==> src/rtl/zdet_pkg.sv <==
package zdet_pkg;
    localparam int unsigned ZDET_SAMPLE_W    = 18;
    localparam int unsigned ZDET_ZERO_FRAMES = 8192;
    localparam int unsigned ZDET_MUTE_FRAMES = 8192 + 1022;
    localparam int unsigned ZDET_CHANNELS    = 2;
endpackage

==> src/rtl/zdet_run_counter.sv <==
module zdet_run_counter #(
    parameter int unsigned LIMIT         = 8192,
    parameter bit          CLEAR_ANYTIME = 1'b0,
    localparam int unsigned CW           = $clog2(LIMIT + 1)
) (
    input  logic          clk,
    input  logic          rst_n,
    input  logic          tick,
    input  logic          keep,
    output logic [CW-1:0] cnt_q,
    output logic          full_nx
);
    localparam logic [CW-1:0] LIM = CW'(LIMIT);

    typedef struct packed {
        logic [CW-1:0] cnt;
    } run_state_t;

    run_state_t s_d, s_q;
    logic       clr;

    generate
        if (CLEAR_ANYTIME) begin : g_clr_any
            assign clr = !keep;
        end else begin : g_clr_tick
            assign clr = tick && !keep;
        end
    endgenerate

    always_comb begin
        s_d = s_q;
        if (clr) begin
            s_d.cnt = '0;
        end else if (tick && (s_q.cnt != LIM)) begin
            s_d.cnt = s_q.cnt + 1'b1;
        end
        full_nx = (s_d.cnt == LIM);
    end

    always_ff @(posedge clk or negedge rst_n) begin
        if (!rst_n) begin
            s_q <= '0;
        end else begin
            s_q <= s_d;
        end
    end

    assign cnt_q = s_q.cnt;


    cnt_cap_chk: assert property (@(posedge clk) disable iff (!rst_n)
        cnt_q <= LIM);


    sat_hold_chk: assert property (@(posedge clk) disable iff (!rst_n)
        (tick && keep && cnt_q == LIM) |=> (cnt_q == LIM));


    step_chk: assert property (@(posedge clk) disable iff (!rst_n)
        (tick && keep && cnt_q != LIM) |=> (cnt_q == $past(cnt_q) + 1'b1));


    restart_chk: assert property (@(posedge clk) disable iff (!rst_n)
        (tick && !keep) |=> (cnt_q == '0));
endmodule

==> src/rtl/zdet_top.sv <==
module zdet_top
    import zdet_pkg::*;
#(
    parameter int unsigned SAMPLE_W    = ZDET_SAMPLE_W,
    parameter int unsigned ZERO_FRAMES = ZDET_ZERO_FRAMES,
    parameter int unsigned MUTE_FRAMES = ZDET_MUTE_FRAMES
) (
    input  logic                clk,
    input  logic                rst_n,
    input  logic                frame_tick,
    input  logic [SAMPLE_W-1:0] left_smp,
    input  logic [SAMPLE_W-1:0] right_smp,
    input  logic                mute_req,
    input  logic                mute_done,
    output logic                zero_flag
);
    localparam int unsigned ZW = $clog2(ZERO_FRAMES + 1);
    localparam int unsigned MW = $clog2(MUTE_FRAMES + 1);
    localparam int unsigned NCH = ZDET_CHANNELS;

    typedef struct packed {
        logic flag;
    } flag_state_t;

    flag_state_t f_d, f_q;

    logic [SAMPLE_W-1:0] smp [NCH];
    logic [NCH-1:0]      ch_zero;
    logic                data_zero;
    logic [ZW-1:0]       z_cnt_q;
    logic [MW-1:0]       m_cnt_q;
    logic                z_full_nx;
    logic                m_full_nx;

    assign smp[0] = left_smp;
    assign smp[1] = right_smp;

    generate
        for (genvar g = 0; g < NCH; g++) begin : g_chan
            assign ch_zero[g] = (smp[g] == '0);
        end
    endgenerate

    assign data_zero = &ch_zero;

    zdet_run_counter #(
        .LIMIT         (ZERO_FRAMES),
        .CLEAR_ANYTIME (1'b0)
    ) u_zero_run (
        .clk     (clk),
        .rst_n   (rst_n),
        .tick    (frame_tick),
        .keep    (data_zero),
        .cnt_q   (z_cnt_q),
        .full_nx (z_full_nx)
    );

    zdet_run_counter #(
        .LIMIT         (MUTE_FRAMES),
        .CLEAR_ANYTIME (1'b1)
    ) u_mute_hold (
        .clk     (clk),
        .rst_n   (rst_n),
        .tick    (frame_tick),
        .keep    (mute_req),
        .cnt_q   (m_cnt_q),
        .full_nx (m_full_nx)
    );

    always_comb begin
        f_d      = f_q;
        f_d.flag = z_full_nx || (m_full_nx && mute_done);
    end

    always_ff @(posedge clk or negedge rst_n) begin
        if (!rst_n) begin
            f_q <= '0;
        end else begin
            f_q <= f_d;
        end
    end

    assign zero_flag = f_q.flag;


    nonzero_drop_chk: assert property (@(posedge clk) disable iff (!rst_n)
        (frame_tick && !data_zero && !mute_req) |=> !zero_flag);


    mute_gate_chk: assert property (@(posedge clk) disable iff (!rst_n)
        (frame_tick && !data_zero && !mute_done) |=> !zero_flag);


    release_chk: assert property (@(posedge clk) disable iff (!rst_n)
        ($fell(mute_req) && !frame_tick && (z_cnt_q != ZW'(ZERO_FRAMES))) |=> !zero_flag);


    rise_cause_chk: assert property (@(posedge clk) disable iff (!rst_n)
        $rose(zero_flag) |-> ((z_cnt_q == ZW'(ZERO_FRAMES)) ||
                              ((m_cnt_q == MW'(MUTE_FRAMES)) && $past(mute_done))));


    quiet_hold_chk: assert property (@(posedge clk) disable iff (!rst_n)
        (!frame_tick && $stable(mute_req) && $stable(mute_done)) |=> $stable(zero_flag));
endmodule

==> config.mk <==
export PLATFORM = sky130hd
export DESIGN_NAME = zdet_top
export DESIGN_NICKNAME = d
export VERILOG_FILES = /design/src/rtl/zdet_pkg.sv /design/src/rtl/zdet_run_counter.sv /design/src/rtl/zdet_top.sv
export SDC_FILE = /design/constraint.sdc
export NUM_CORES = 1
export LEC_CHECK = 0
export ABC_CLOCK_PERIOD_IN_PS = 2800
export BUFFER_PORTS_ARGS = -buffer_cell sky130_fd_sc_hd__buf_4
export CAP_MARGIN = 20
export CELL_PAD_IN_SITES_DETAIL_PLACEMENT = 1
export CELL_PAD_IN_SITES_GLOBAL_PLACEMENT = 2
export CORE_MARGIN = 2
export CORE_UTILIZATION = 32
export CTS_CLUSTER_DIAMETER = 150
export DETAILED_ROUTE_END_ITERATION = 8
export PLACE_DENSITY = 0.89
export REMOVE_ABC_BUFFERS = 1
export SETUP_SLACK_MARGIN = 0.4
export SYNTH_ARGS = -nofsm -noshare
export SYNTH_HDL_FRONTEND = slang
export SYNTH_SLANG_ARGS = --single-unit
==> constraint.sdc <==
create_clock -name clk -period 2.8 [get_ports clk]
set_input_delay 0.14 -clock clk [delete_from_list [all_inputs] [get_ports clk]]
set_output_delay 0.14 -clock clk [all_outputs]
set_load 0.02 [all_outputs]
Yosys cells after proc, flatten, opt, wreduce, memory -nomap -nowiden
Index checks and enable logic that the tools add are counted.
{"block": "op_classes", "add_sub_neg": 2, "n_eq_ne": 4, "mux": 4, "n_reduce_logical": 9}
{"cell": "14-bit two-way mux", "n": 4}
{"cell": "18-bit logical NOT", "n": 2}
{"cell": "14-bit by 1-bit adder with 14-bit output, second input constant", "n": 2}
{"cell": "14-bit equality test, second input constant", "n": 2}
{"cell": "14-bit != test, second input constant", "n": 2}
{"cell": "1-bit logical AND", "n": 4}
{"cell": "2-bit AND reduction", "n": 1}
{"cell": "1-bit logical NOT", "n": 1}
{"cell": "1-bit logical OR", "n": 1}
{"block": "word_totals", "ff_bits": 29, "out_inout_bits": 1, "wordCells": 22}

Longest topological paths before layout
Gate-level depths: netlist of run 1.
{"block": "logic_depth", "depth_word": 7, "depth_mapped": 8}

Hierarchy
A second synthesis of run 1 with hierarchy kept.
{"block": "unflattened", "hier_cells": 240, "hier_area_um2": 2098.3}
{"module": "zdet_run_counter at u_zero_run", "instances": 1, "cells_per_inst": 123, "area_per_inst_um2": 1052.3}
{"module": "zdet_run_counter at u_mute_hold", "instances": 1, "cells_per_inst": 102, "area_per_inst_um2": 925.9}
{"module": "zdet_top", "instances": 1, "cells_per_inst": 15, "area_per_inst_um2": 120.1}

Least setup slack after synthesis of run 1
No wires, ideal clock.
{"block": "synth_timing", "path_kind": "reg2reg", "from": "register u_zero_run.s_q, in the netlist u_zero_run.cnt_q[3]", "to": "register f_q, in the netlist zero_flag", "setup_ns": 0.129, "t_arrival_ns": 2.084, "slack_ns": 0.587, "stages_incl_launch_ff": 7, "n_path_buf": 0, "period_less_slack_ns": 2.213, "path_cell_list": "dfrtp_1 or4_1 or4_4 o21ai_1 nor3_1 a31oi_1 o41ai_2"}
{"block": "synth_between", "elab_chain_len": 6}
{"item": "start, declared", "line_no": "zdet_run_counter.sv:19", "rtl": "run_state_t s_d, s_q;"}
{"item": "start signal, assigned", "line_no": "zdet_run_counter.sv:42", "rtl": "s_q <= '0;"}
{"item": "start signal, assigned", "line_no": "zdet_run_counter.sv:44", "rtl": "s_q <= s_d;"}
{"item": "branches (longest 2 deep; another with 14-bit by 1-bit adder with 14-bit output)"}
{"item": "14-bit two-way mux *", "line_no": "zdet_run_counter.sv:34", "rtl": "end else if (tick && (s_q.cnt != LIM)) begin"}
{"item": "14-bit two-way mux *", "line_no": "zdet_run_counter.sv:32", "rtl": "if (clr) begin"}
{"item": "14-bit equality test *", "line_no": "zdet_run_counter.sv:37", "rtl": "full_nx = (s_d.cnt == LIM);"}
{"item": "1-bit logical OR *", "line_no": "zdet_top.sv:72", "rtl": "f_d.flag = z_full_nx || (m_full_nx && mute_done);"}
{"item": "named net f_d", "line_no": "zdet_top.sv:25", "rtl": "flag_state_t f_d, f_q;"}
{"item": "end signal, assigned", "line_no": "zdet_top.sv:77", "rtl": "f_q <= '0;"}
{"item": "end signal, assigned", "line_no": "zdet_top.sv:79", "rtl": "f_q <= f_d;"}
{"item": "end, declared", "line_no": "zdet_top.sv:25"}
Mark *: on every way through the listed nets, which the timed path passes.

Worst setup path after layout of run 1
{"block": "layout_timing", "from": "register u_zero_run.s_q, in the netlist u_zero_run.cnt_q[4]", "to": "register f_q, in the netlist zero_flag"}
Same word-level chain as after synthesis.

==> impl_metrics.tcl, run 1 <==
set metrics [dict create \
    root_buffer "clkbuf_8" \
    fin_area_sq_mm 0.00233 \
    max_slew_margin 0.556 \
    synth_area_leaders "dfrtp_1, nor2_1, xor2_1, xnor2_1, nor4_1" \
    grtUsageTotal 0.164 \
    cap_viol_max_count 0 \
    path_clk_slew_ns 0.07 \
    grt_overflow_total 0 \
    fillers 663 \
    period_needed_ns 2.31 \
    critPathArrivalTime_ns 2.49 \
    io_pins 42 \
    ys_seq_elements 29 \
    io_buffer_count 41 \
    ys_types 40 \
    multi_input_area_sq_mm 0.00104 \
    instances_no_fill 322 \
    grt_pass1_vias 1728 \
    post-dp-hpwl_mm 3.46 \
    intPower_uw 700 \
    cts_buffers 5 \
    seqCellArea_sq_um 728 \
    die_area_sq_mm 0.00624 \
    drive_above_1_share 0.264 \
    cts_tree "done" \
    cts_sinks 29 \
    cp-start-kind "register" \
    ys_seq_area_frac 0.403 \
    fp.coreArea_sq_mm 0.00547 \
    avgSynthCellArea_sq_um 8.87 \
    synth_top_cell_by_area "dfrtp_1" \
    worstSetupPathType "register to register" \
    clock_latency_ns 0.27 \
    clkPwrFrac 0.420 \
    powerDensity_mw_per_mm2 393 \
    fin_skew_ns 0.00149 \
    hold_viol 0 \
    viasPerCell 5.22 \
    antenna_found_initial 0 \
    maxClockFrequency_ghz 0.432 \
    postRouteAntennaNets 0 \
    p_leak_uw 0.00103 \
    syn_area_sq_mm 0.00180 \
    hold_path_class "primary input to register" \
    place.gp.congestion 0.758 \
    synth_async_sr_flop_share 1.00 \
    totalWireLength_mm 4.70 \
    syn_to_final_growth_pct 29.5 \
    synth_edf_count 0 \
    drc 0 \
    cp-end-kind "register" \
    combPwrFrac 0.108 \
    antenna_cells 0 \
    nNetsFinal 294 \
    die_h_um 79.0 \
    rsz0062_at_grt "no" \
    period_share 0.826 \
    start_util 0.329 \
    die_w_um 79.0 \
    vias 1682 \
    dp.cells 310 \
    placed_cell_area_sq_mm 0.00218 \
    grt_max_degree 30 \
    drt_iter0_markers 80 \
    wl_per_cell_um 14.6 \
    dr.pass1.iters 4 \
    synth_top_area_frac 0.403 \
    final-setup-viol-count 0 \
    required_ns 2.97 \
    swShare 0.236 \
    grt_pass1_wl_mm 8.05 \
    synthCells 203 \
    p_seq_frac 0.472 \
    outcome "complete, no violations" \
    cp_max_fo 7 \
    ys.flop_type "dfrtp_1" \
    slew_viol_final 0 \
    p_switching_uw 216 \
    worstMarginPinSlew_ns 0.667 \
    cts_max_level 2 \
    cts_max_path_buffers 2 \
    yosysWarnings 0 \
    peakVddDrop_uv 224 \
    rows 27 \
    fin_tns_setup_ns 0 \
]
[worst max-delay path, stage by stage (launching register included)]
cell	delay, ns
dfrtp_2	0.45
or4_1	0.53
or4_4	0.57
a21oi_2	0.15
and2b_1	0.13
nand4_1	0.08
o41ai_2	0.30
[cell usage after synthesis, drive strengths merged, types with 2 or more instances]
cell     n
a21oi    8
or2      4
nor3     5
o41ai    2
nand3   10
o31ai    2
nor4    13
ha       4
or3      5
or4      4
clkbuf   7
dfrtp   29
nand2   12
nor2    29
and2     3
mux2i    4
xor2    10
and4     4
o21ai    7
inv      7
xnor2    9
a31oi    2
nand4   11
[power by group through the flow]
stage                     Sequential (uW)  Clock, uW  Combinational (uW)
after detailed placement              440          0                98.7
after CTS                             432        399                 100
final                                 432        385                98.8
after global placement                440          0                96.6
after global routing                  433        415                 111
after floorplan                       438          0                34.6
[per-layer routing]
metal,vias up,global-route usage,part of all wire
li1,830,-,-
met3,5,0.0295,0.046
met5,-,0,0
met4,0,0.0569,0.014
met2,46,0.271,0.47
met1,801,0.216,0.47
[layout by cell type (no fill, tap or decap), types with 2 or more instances in the layout]
master / n
xor2_1: 10
buf_4: 45
mux2i_1: 4
a21oi_1: 7
xnor2_1: 9
dfrtp_1: 27
nand3_1: 10
inv_1: 7
ha_1: 4
nor4_1: 12
clkbuf_8: 7
nor2_1: 29
dfrtp_2: 2
a31oi_1: 2
or3_1: 5
or2_2: 4
o21ai_0: 6
nand2_1: 12
nor3_1: 5
and4_1: 3
and2_1: 3
nand4_1: 11
o31ai_1: 2
or4_1: 3
[repair_timing]
action,CTS,global route
hold endpoints to repair,29,0
gates resized for setup,0,4
hold buffers,1,0
buffers inserted,0,3
setup endpoints to repair,0,2
[layout make-up]
class,instances,area share
Clock buffer,7,0.0413
Inverter,7,0.0113
Multi-Input combinational cell,160,0.445
Clock inverter,1,0.00215
Timing Repair Buffer,46,0.149
Tap cell,72,0.0386
Sequential cell,29,0.312
[stage by stage]
step	hold slack (ns)	setup WS, ns	utilization	power [uW]
finish	0.138	0.486	0.426	916
global route	0.155	0.395	0.426	959
CTS	0.138	0.413	0.419	931
detailed placement	0.0975	0.429	0.398	538
global placement	0.0951	0.450	0.398	536
floorplan	-0.156	0.576	-	472
[path summary, 6_finish.rpt]
path                                            start                     to  slack [ns]  cells after the start
max in group asynchronous                       rst_n    u_zero_run.cnt_q[4]        2.16                      2
worst max-delay path              u_zero_run.cnt_q[4]              zero_flag        0.49                      6
worst min-delay path                         mute_req  u_mute_hold.cnt_q[13]        0.14                      2
min in group asynchronous                       rst_n   u_zero_run.cnt_q[10]        0.33                      2
worst max register to register    u_zero_run.cnt_q[4]              zero_flag        0.49                      6
worst min register to register  u_mute_hold.cnt_q[11]  u_mute_hold.cnt_q[11]        0.58                      2
[cell families after synthesis]
| logic type | synth area share |
|---|---|
| xor+xnor | 0.0924 |
| simple gates | 0.314 |
| flops | 0.403 |
| fa+ha+maj | 0.0278 |
| compound gates | 0.111 |
| mux | 0.0222 |
| buf+inv | 0.0292 |
[registers in the layout (all words and copies together), names as in the netlist]
name               cells
u_zero_run.cnt_q      14
u_mute_hold.cnt_q     14
zero_flag              1
No activity file was read; power rests on OpenSTA's default activity.
==> run 2, diff against run 1 <==
--- a/config.mk
+++ b/config.mk
@@ -5,16 +5,16 @@
 export SDC_FILE = /design/constraint.sdc
 export NUM_CORES = 1
 export LEC_CHECK = 0
-export ABC_CLOCK_PERIOD_IN_PS = 2800
+export ABC_CLOCK_PERIOD_IN_PS = 1900
 export BUFFER_PORTS_ARGS = -buffer_cell sky130_fd_sc_hd__buf_4
 export CAP_MARGIN = 20
 export CELL_PAD_IN_SITES_DETAIL_PLACEMENT = 1
 export CELL_PAD_IN_SITES_GLOBAL_PLACEMENT = 2
 export CORE_MARGIN = 2
-export CORE_UTILIZATION = 32
+export CORE_UTILIZATION = 28
 export CTS_CLUSTER_DIAMETER = 150
 export DETAILED_ROUTE_END_ITERATION = 8
-export PLACE_DENSITY = 0.89
+export PLACE_DENSITY = 0.83
 export REMOVE_ABC_BUFFERS = 1
 export SETUP_SLACK_MARGIN = 0.4
 export SYNTH_ARGS = -nofsm -noshare
==> constraint.sdc (replaced) <==
create_clock -name clk -period 1.9 [get_ports clk]
set_input_delay 0.095 -clock clk [delete_from_list [all_inputs] [get_ports clk]]
set_output_delay 0.095 -clock clk [all_outputs]
set_load 0.02 [all_outputs]
==> run 2 against run 1 <==
The flow now finishes with violations (negative setup slack). Utilization is 10 points higher. Final cell count is 24% higher. Sequential power is 47% higher. Critical path depth stayed put. Clock power is 75% higher. Critical path type unchanged. Largest cell class unchanged. Largest power group is now the clock network.
==> impl_metrics.tcl, run 2 (synthesis results as in run 1) <==
set metrics [dict create \
    drive_above_1_share 0.560 \
    use_met3 0.0324 \
    outcome "finished, violations left" \
    min-delay-start "mute_req" \
    grt_pass1_wl_mm 11.1 \
    p_total_uw 1550 \
    grtUsageMet1 0.224 \
    timing.rr.start "u_zero_run.cnt_q[7]" \
    path_clk_slew_ns 0.07 \
    maxClockFrequency_ghz 0.438 \
    antenna_cells 0 \
    worstMarginPinSlew_ns 0.574 \
    io_pins 42 \
    die_area_sq_mm 0.00709 \
    die_w_um 84.2 \
    dr.pass1.iters 4 \
    grt_overflow_total 0 \
    final_cell_mix "buf_4, dfrtp_1, buf_6" \
    required_ns 2.07 \
    rsz0062_at_grt "yes" \
    cp-start-kind "register" \
    nNetsFinal 367 \
    reg2reg_to "zero_flag" \
    clock_latency_ns 0.28 \
    cap_viol_max_count 0 \
    peakVddDrop_uv 343 \
    slew_viol_final 0 \
    cp-end-kind "register" \
    critPathArrivalTime_ns 2.45 \
    setup_ws_ns -0.383 \
    start_util 0.287 \
    grtUsageTotal 0.196 \
    max_slew_margin 0.617 \
    wl_per_cell_um 20.9 \
    die_h_um 84.2 \
    totalWireLength_mm 8.35 \
    worstSetupPathType "register to register" \
    drc 0 \
    powerDensity_mw_per_mm2 468 \
    grt.busiest_layer "met2" \
    period_needed_ns 2.28 \
    cts_sinks 29 \
    fin_tns_setup_ns -1.46 \
    antenna_found_initial 0 \
    hold_end "u_mute_hold.cnt_q[13]" \
    drt_iter0_markers 56 \
    final-setup-viol-count 9 \
    hold_path_class "primary input to register" \
    cts_max_path_buffers 2 \
    grt_use_met2 0.361 \
    rows 29 \
    io_buffer_count 41 \
    root_buffer "clkbuf_8" \
    grt_max_degree 30 \
    cts_buffers 5 \
    fin_skew_ns 0.0119 \
    cts_tree "done" \
    fp.coreArea_sq_mm 0.00628 \
    final_util 0.527 \
    hold_viol 0 \
    grt_pass1_vias 2264 \
    r2r_slack_ns -0.38 \
    viasPerCell 5.45 \
    final_common_cell "buf_4" \
    post-dp-hpwl_mm 4.13 \
    cts_max_level 2 \
    cp_max_fo 2 \
    syn_to_final_growth_pct 83.6 \
    p_leak_uw 0.00146 \
    ff2ff_path_depth 6 \
    vias 2180 \
    place.gp.congestion 0.787 \
    period_share 1.20 \
    postRouteAntennaNets 0 \
    fillers 721 \
    whs_path_depth 2 \
    violations "negative setup slack" \
]
-- run 2: cell types whose count changed in the layout (fill, tap and decap cells not counted), moves of 4 or more --
cell	delta
or3_1	-5
or3_4	+5
buf_6	+23
nor2_1	-7
a21oi_1	-5
nor2_4	+5
buf_4	+50
a21oi_2	+4
-- run 2: timing repair --
| action | 4_1_cts | 5_1_grt |
|---|---|---|
| endpoints found under the setup margin | 20 | 23 |
| gates resized for setup | 60 | 35 |
| pin swaps | 15 | 20 |
| hold buffers | 1 | 0 |
| setup buffers | 10 | 16 |
| hold endpoints to repair | 29 | 0 |
-- run 2: worst max path at each step --
stage | startpoint | endpoint | slack [ns] | cells after the start
after floorplan | u_zero_run.cnt_q[3] | zero_flag | -0.32 | 6
after global placement | u_zero_run.cnt_q[3] | zero_flag | -0.28 | 6
after detailed placement | u_zero_run.cnt_q[4] | zero_flag | -0.41 | 6
after CTS | u_zero_run.cnt_q[7] | zero_flag | -0.33 | 6
after global routing | u_zero_run.cnt_q[7] | zero_flag | -0.44 | 6
final | u_zero_run.cnt_q[7] | zero_flag | -0.38 | 6
-- run 2: per-stage QoR --
stage,hold slack (ns),std cells,cell area (sq um),setup WS [ns]
after floorplan,-0.201,196,1770,-0.324
final,0.114,400,3310,-0.383
after detailed placement,0.0447,365,2560,-0.411
after global routing,0.101,400,3310,-0.437
after global placement,0.0475,365,2560,-0.281
after CTS,0.0840,384,3020,-0.334
-- run 2: cell type report --
cell class / instances / area [sq um] / area share
clock buffer: 7 / 86.3 / 0.0261
clock inverter: 1 / 30.0 / 0.00908
inverter: 7 / 26.3 / 0.00795
multi-input combinational: 160 / 1360 / 0.410
sequential: 29 / 728 / 0.220
tap: 77 / 96.3 / 0.0291
timing repair buffer: 119 / 982 / 0.297
-- run 2: critical path, stage by stage (launching register included) --
cell and delay [ns]:
dfrtp_1 0.38, or4_4 0.53, or4_4 0.59, a21oi_2 0.17, and2b_1 0.15, nand4_1 0.11, o41ai_2 0.24
-- run 2: report_power, final --
group          internal [uW]  leakage, uW  switching, uW  total [uW]
sequential               626     0.000399           10.5         636
combinational            127      0.00100            108         235
clock                    427    0.0000585            248         675
total                   1180      0.00146            367        1550
-- run 2: routing by layer --
layer,routed length [um],part of all wire,up-vias
li1,-,-,979
met3,405,0.049,35
met5,0,0,-
met2,4310,0.52,105
met1,3180,0.38,1061
met4,446,0.053,0
==> run 3, diff against run 2 <==
--- a/config.mk
+++ b/config.mk
@@ -6,17 +6,18 @@
 export NUM_CORES = 1
 export LEC_CHECK = 0
 export ABC_CLOCK_PERIOD_IN_PS = 1900
-export BUFFER_PORTS_ARGS = -buffer_cell sky130_fd_sc_hd__buf_4
 export CAP_MARGIN = 20
 export CELL_PAD_IN_SITES_DETAIL_PLACEMENT = 1
 export CELL_PAD_IN_SITES_GLOBAL_PLACEMENT = 2
 export CORE_MARGIN = 2
-export CORE_UTILIZATION = 28
+export CORE_UTILIZATION = 33
 export CTS_CLUSTER_DIAMETER = 150
 export DETAILED_ROUTE_END_ITERATION = 8
+export DONT_BUFFER_PORTS = 1
 export PLACE_DENSITY = 0.83
 export REMOVE_ABC_BUFFERS = 1
 export SETUP_SLACK_MARGIN = 0.4
 export SYNTH_ARGS = -nofsm -noshare
 export SYNTH_HDL_FRONTEND = slang
 export SYNTH_SLANG_ARGS = --single-unit
+export TNS_END_PERCENT = 1
==> run 3 against run 2 <==
The run still ends with negative setup slack left. Worst hold slack got worse by 0.053 ns. Sequential power barely moved. Final cell count fell by 20%.
==> impl_metrics.tcl, run 3 (synthesis results as in run 1) <==
set metrics [dict create \
    critical_path.top_delay_family "simple AND/OR/NAND/NOR gates" \
    cp-start-kind "register" \
    cpMostUsedCell "or4_4" \
    hold_path_class "primary input to register" \
    dr.pass1.iters 5 \
    ff2ff_path_depth 6 \
    cts_buffers 5 \
    grt_pass1_wl_mm 8.93 \
    io_pins 42 \
    period_share 1.15 \
    critPathArrivalTime_ns 2.36 \
    path_clk_slew_ns 0.07 \
    cts_max_path_buffers 2 \
    fp.coreArea_sq_mm 0.00517 \
    totalWireLength_mm 5.54 \
    powerDensity_mw_per_mm2 608 \
    grt_overflow_total 0 \
    cts_tree "done" \
    cp.depth 6 \
    grt_max_degree 30 \
    r2r_slack_ns -0.28 \
    slew_viol_final 0 \
    violations "negative setup slack" \
    place.gp.congestion 0.801 \
    setup_ws_ns -0.279 \
    final_util 0.494 \
    critPathBufInv 0 \
    rows 26 \
    final_common_cell "buf_4" \
    required_ns 2.08 \
    wl_per_cell_um 17.3 \
    max_slew_margin 0.638 \
    io_buffer_count 0 \
    worstMarginPinSlew_ns 0.542 \
    p_leak_uw 0.00106 \
    drt_iter0_markers 55 \
    final_cell_mix "buf_4, dfrtp_1, nor2_1" \
    instances_no_fill 320 \
    antenna_cells 0 \
    outcome "finished, violations left" \
    maxClockFrequency_ghz 0.459 \
    hold_viol 0 \
    viasPerCell 5.60 \
    cts_sinks 29 \
    timing.rr.start "u_zero_run.cnt_q[8]" \
    crit_slowest_cell "or4_4" \
    drive_above_1_share 0.352 \
    fin_tns_setup_ns -0.827 \
    cts_max_level 2 \
    root_buffer "clkbuf_8" \
    clock_latency_ns 0.29 \
    rsz0062_at_grt "yes" \
    reg2reg_to "zero_flag" \
    place_worst_setup_slack_ns -0.318 \
    fin_skew_ns 0.00865 \
    fillers 592 \
    min-delay-start "frame_tick" \
    cp-end-kind "register" \
    cp_max_fo 2 \
    cpPeakStageDelay_ns 0.58 \
    whs_path_depth 2 \
    dp.cells 308 \
    cp_cell_sequence "or4_4 > or4_4 > a21oi_4 > and2b_1 > nand4_1 > o41ai_2" \
    die_h_um 77.9 \
    nNetsFinal 294 \
    period_needed_ns 2.18 \
    post-dp-hpwl_mm 3.75 \
    die_w_um 77.9 \
    antenna_found_initial 0 \
    hold_end "u_mute_hold.cnt_q[2]" \
    die_area_sq_mm 0.00606 \
    drc 0 \
    grtUsageTotal 0.188 \
    final-setup-viol-count 5 \
    grt_pass1_vias 1801 \
    postRouteAntennaNets 0 \
    syn_to_final_growth_pct 41.8 \
    worstSetupPathType "register to register" \
    cap_viol_max_count 0 \
    start_util 0.348 \
    peakVddDrop_uv 398 \
    vias 1793 \
]
[run 3: per-stage QoR]
stage,power [uW],instance area (sq um),hold WS (ns)
5_1_grt,1600,2550,0.0832
3_5_place_dp,732,2180,-0.200
4_1_cts,1560,2530,0.119
2_1_floorplan,696,1770,-0.201
3_3_place_gp,729,2180,-0.200
6_report,1550,2550,0.0616
[run 3: layout make-up]
type / instances / area, sq um / share of cell area
clock buffer: 5 / 68.8 / 0.0269
clock inverter: 3 / 65.1 / 0.0255
inverter: 7 / 26.3 / 0.0103
multi-input combinational: 160 / 1190 / 0.467
sequential: 29 / 727 / 0.285
tap: 70 / 87.6 / 0.0343
timing repair buffer: 46 / 385 / 0.151
[run 3: what timing repair did]
action | in CTS | in global routing
hold buffers | 3 | 0
buffers inserted | 1 | 0
endpoints found under the setup margin | 21 | 23
gates resized for setup | 40 | 5
endpoints found under the hold margin | 32 | 0
pin swaps | 33 | 16
[run 3: metal layers]
metal	global-route usage	wire [um]	vias to the layer above
met5	0	0	-
met4	0.0714	125	0
met3	0.0360	235	14
met2	0.304	2630	68
met1	0.247	2550	876
li1	-	-	835
[run 3: report_power, final]
part | leakage (uW) | switching [uW] | internal, uW
Sequential | 0.000401 | 10.2 | 626
Clock | 0.0000681 | 267 | 521
Combinational | 0.000595 | 69.0 | 59.1
Total | 0.00106 | 346 | 1210
[run 3: how the worst max path moves through the flow]
stage | startpoint | to
2_1_floorplan | u_zero_run.cnt_q[3] | zero_flag
3_3_place_gp | u_zero_run.cnt_q[3] | zero_flag
3_5_place_dp | u_zero_run.cnt_q[3] | zero_flag
4_1_cts | u_zero_run.cnt_q[7] | zero_flag
5_1_grt | u_zero_run.cnt_q[8] | zero_flag
6_report | u_zero_run.cnt_q[8] | zero_flag
[run 3: worst register-to-register path, stage by stage, from the launching register on]
cell and delay (ns):
dfrtp_1 0.38, or4_4 0.53, or4_4 0.58, a21oi_4 0.17, and2b_1 0.13, nand4_1 0.08
o41ai_2 0.22
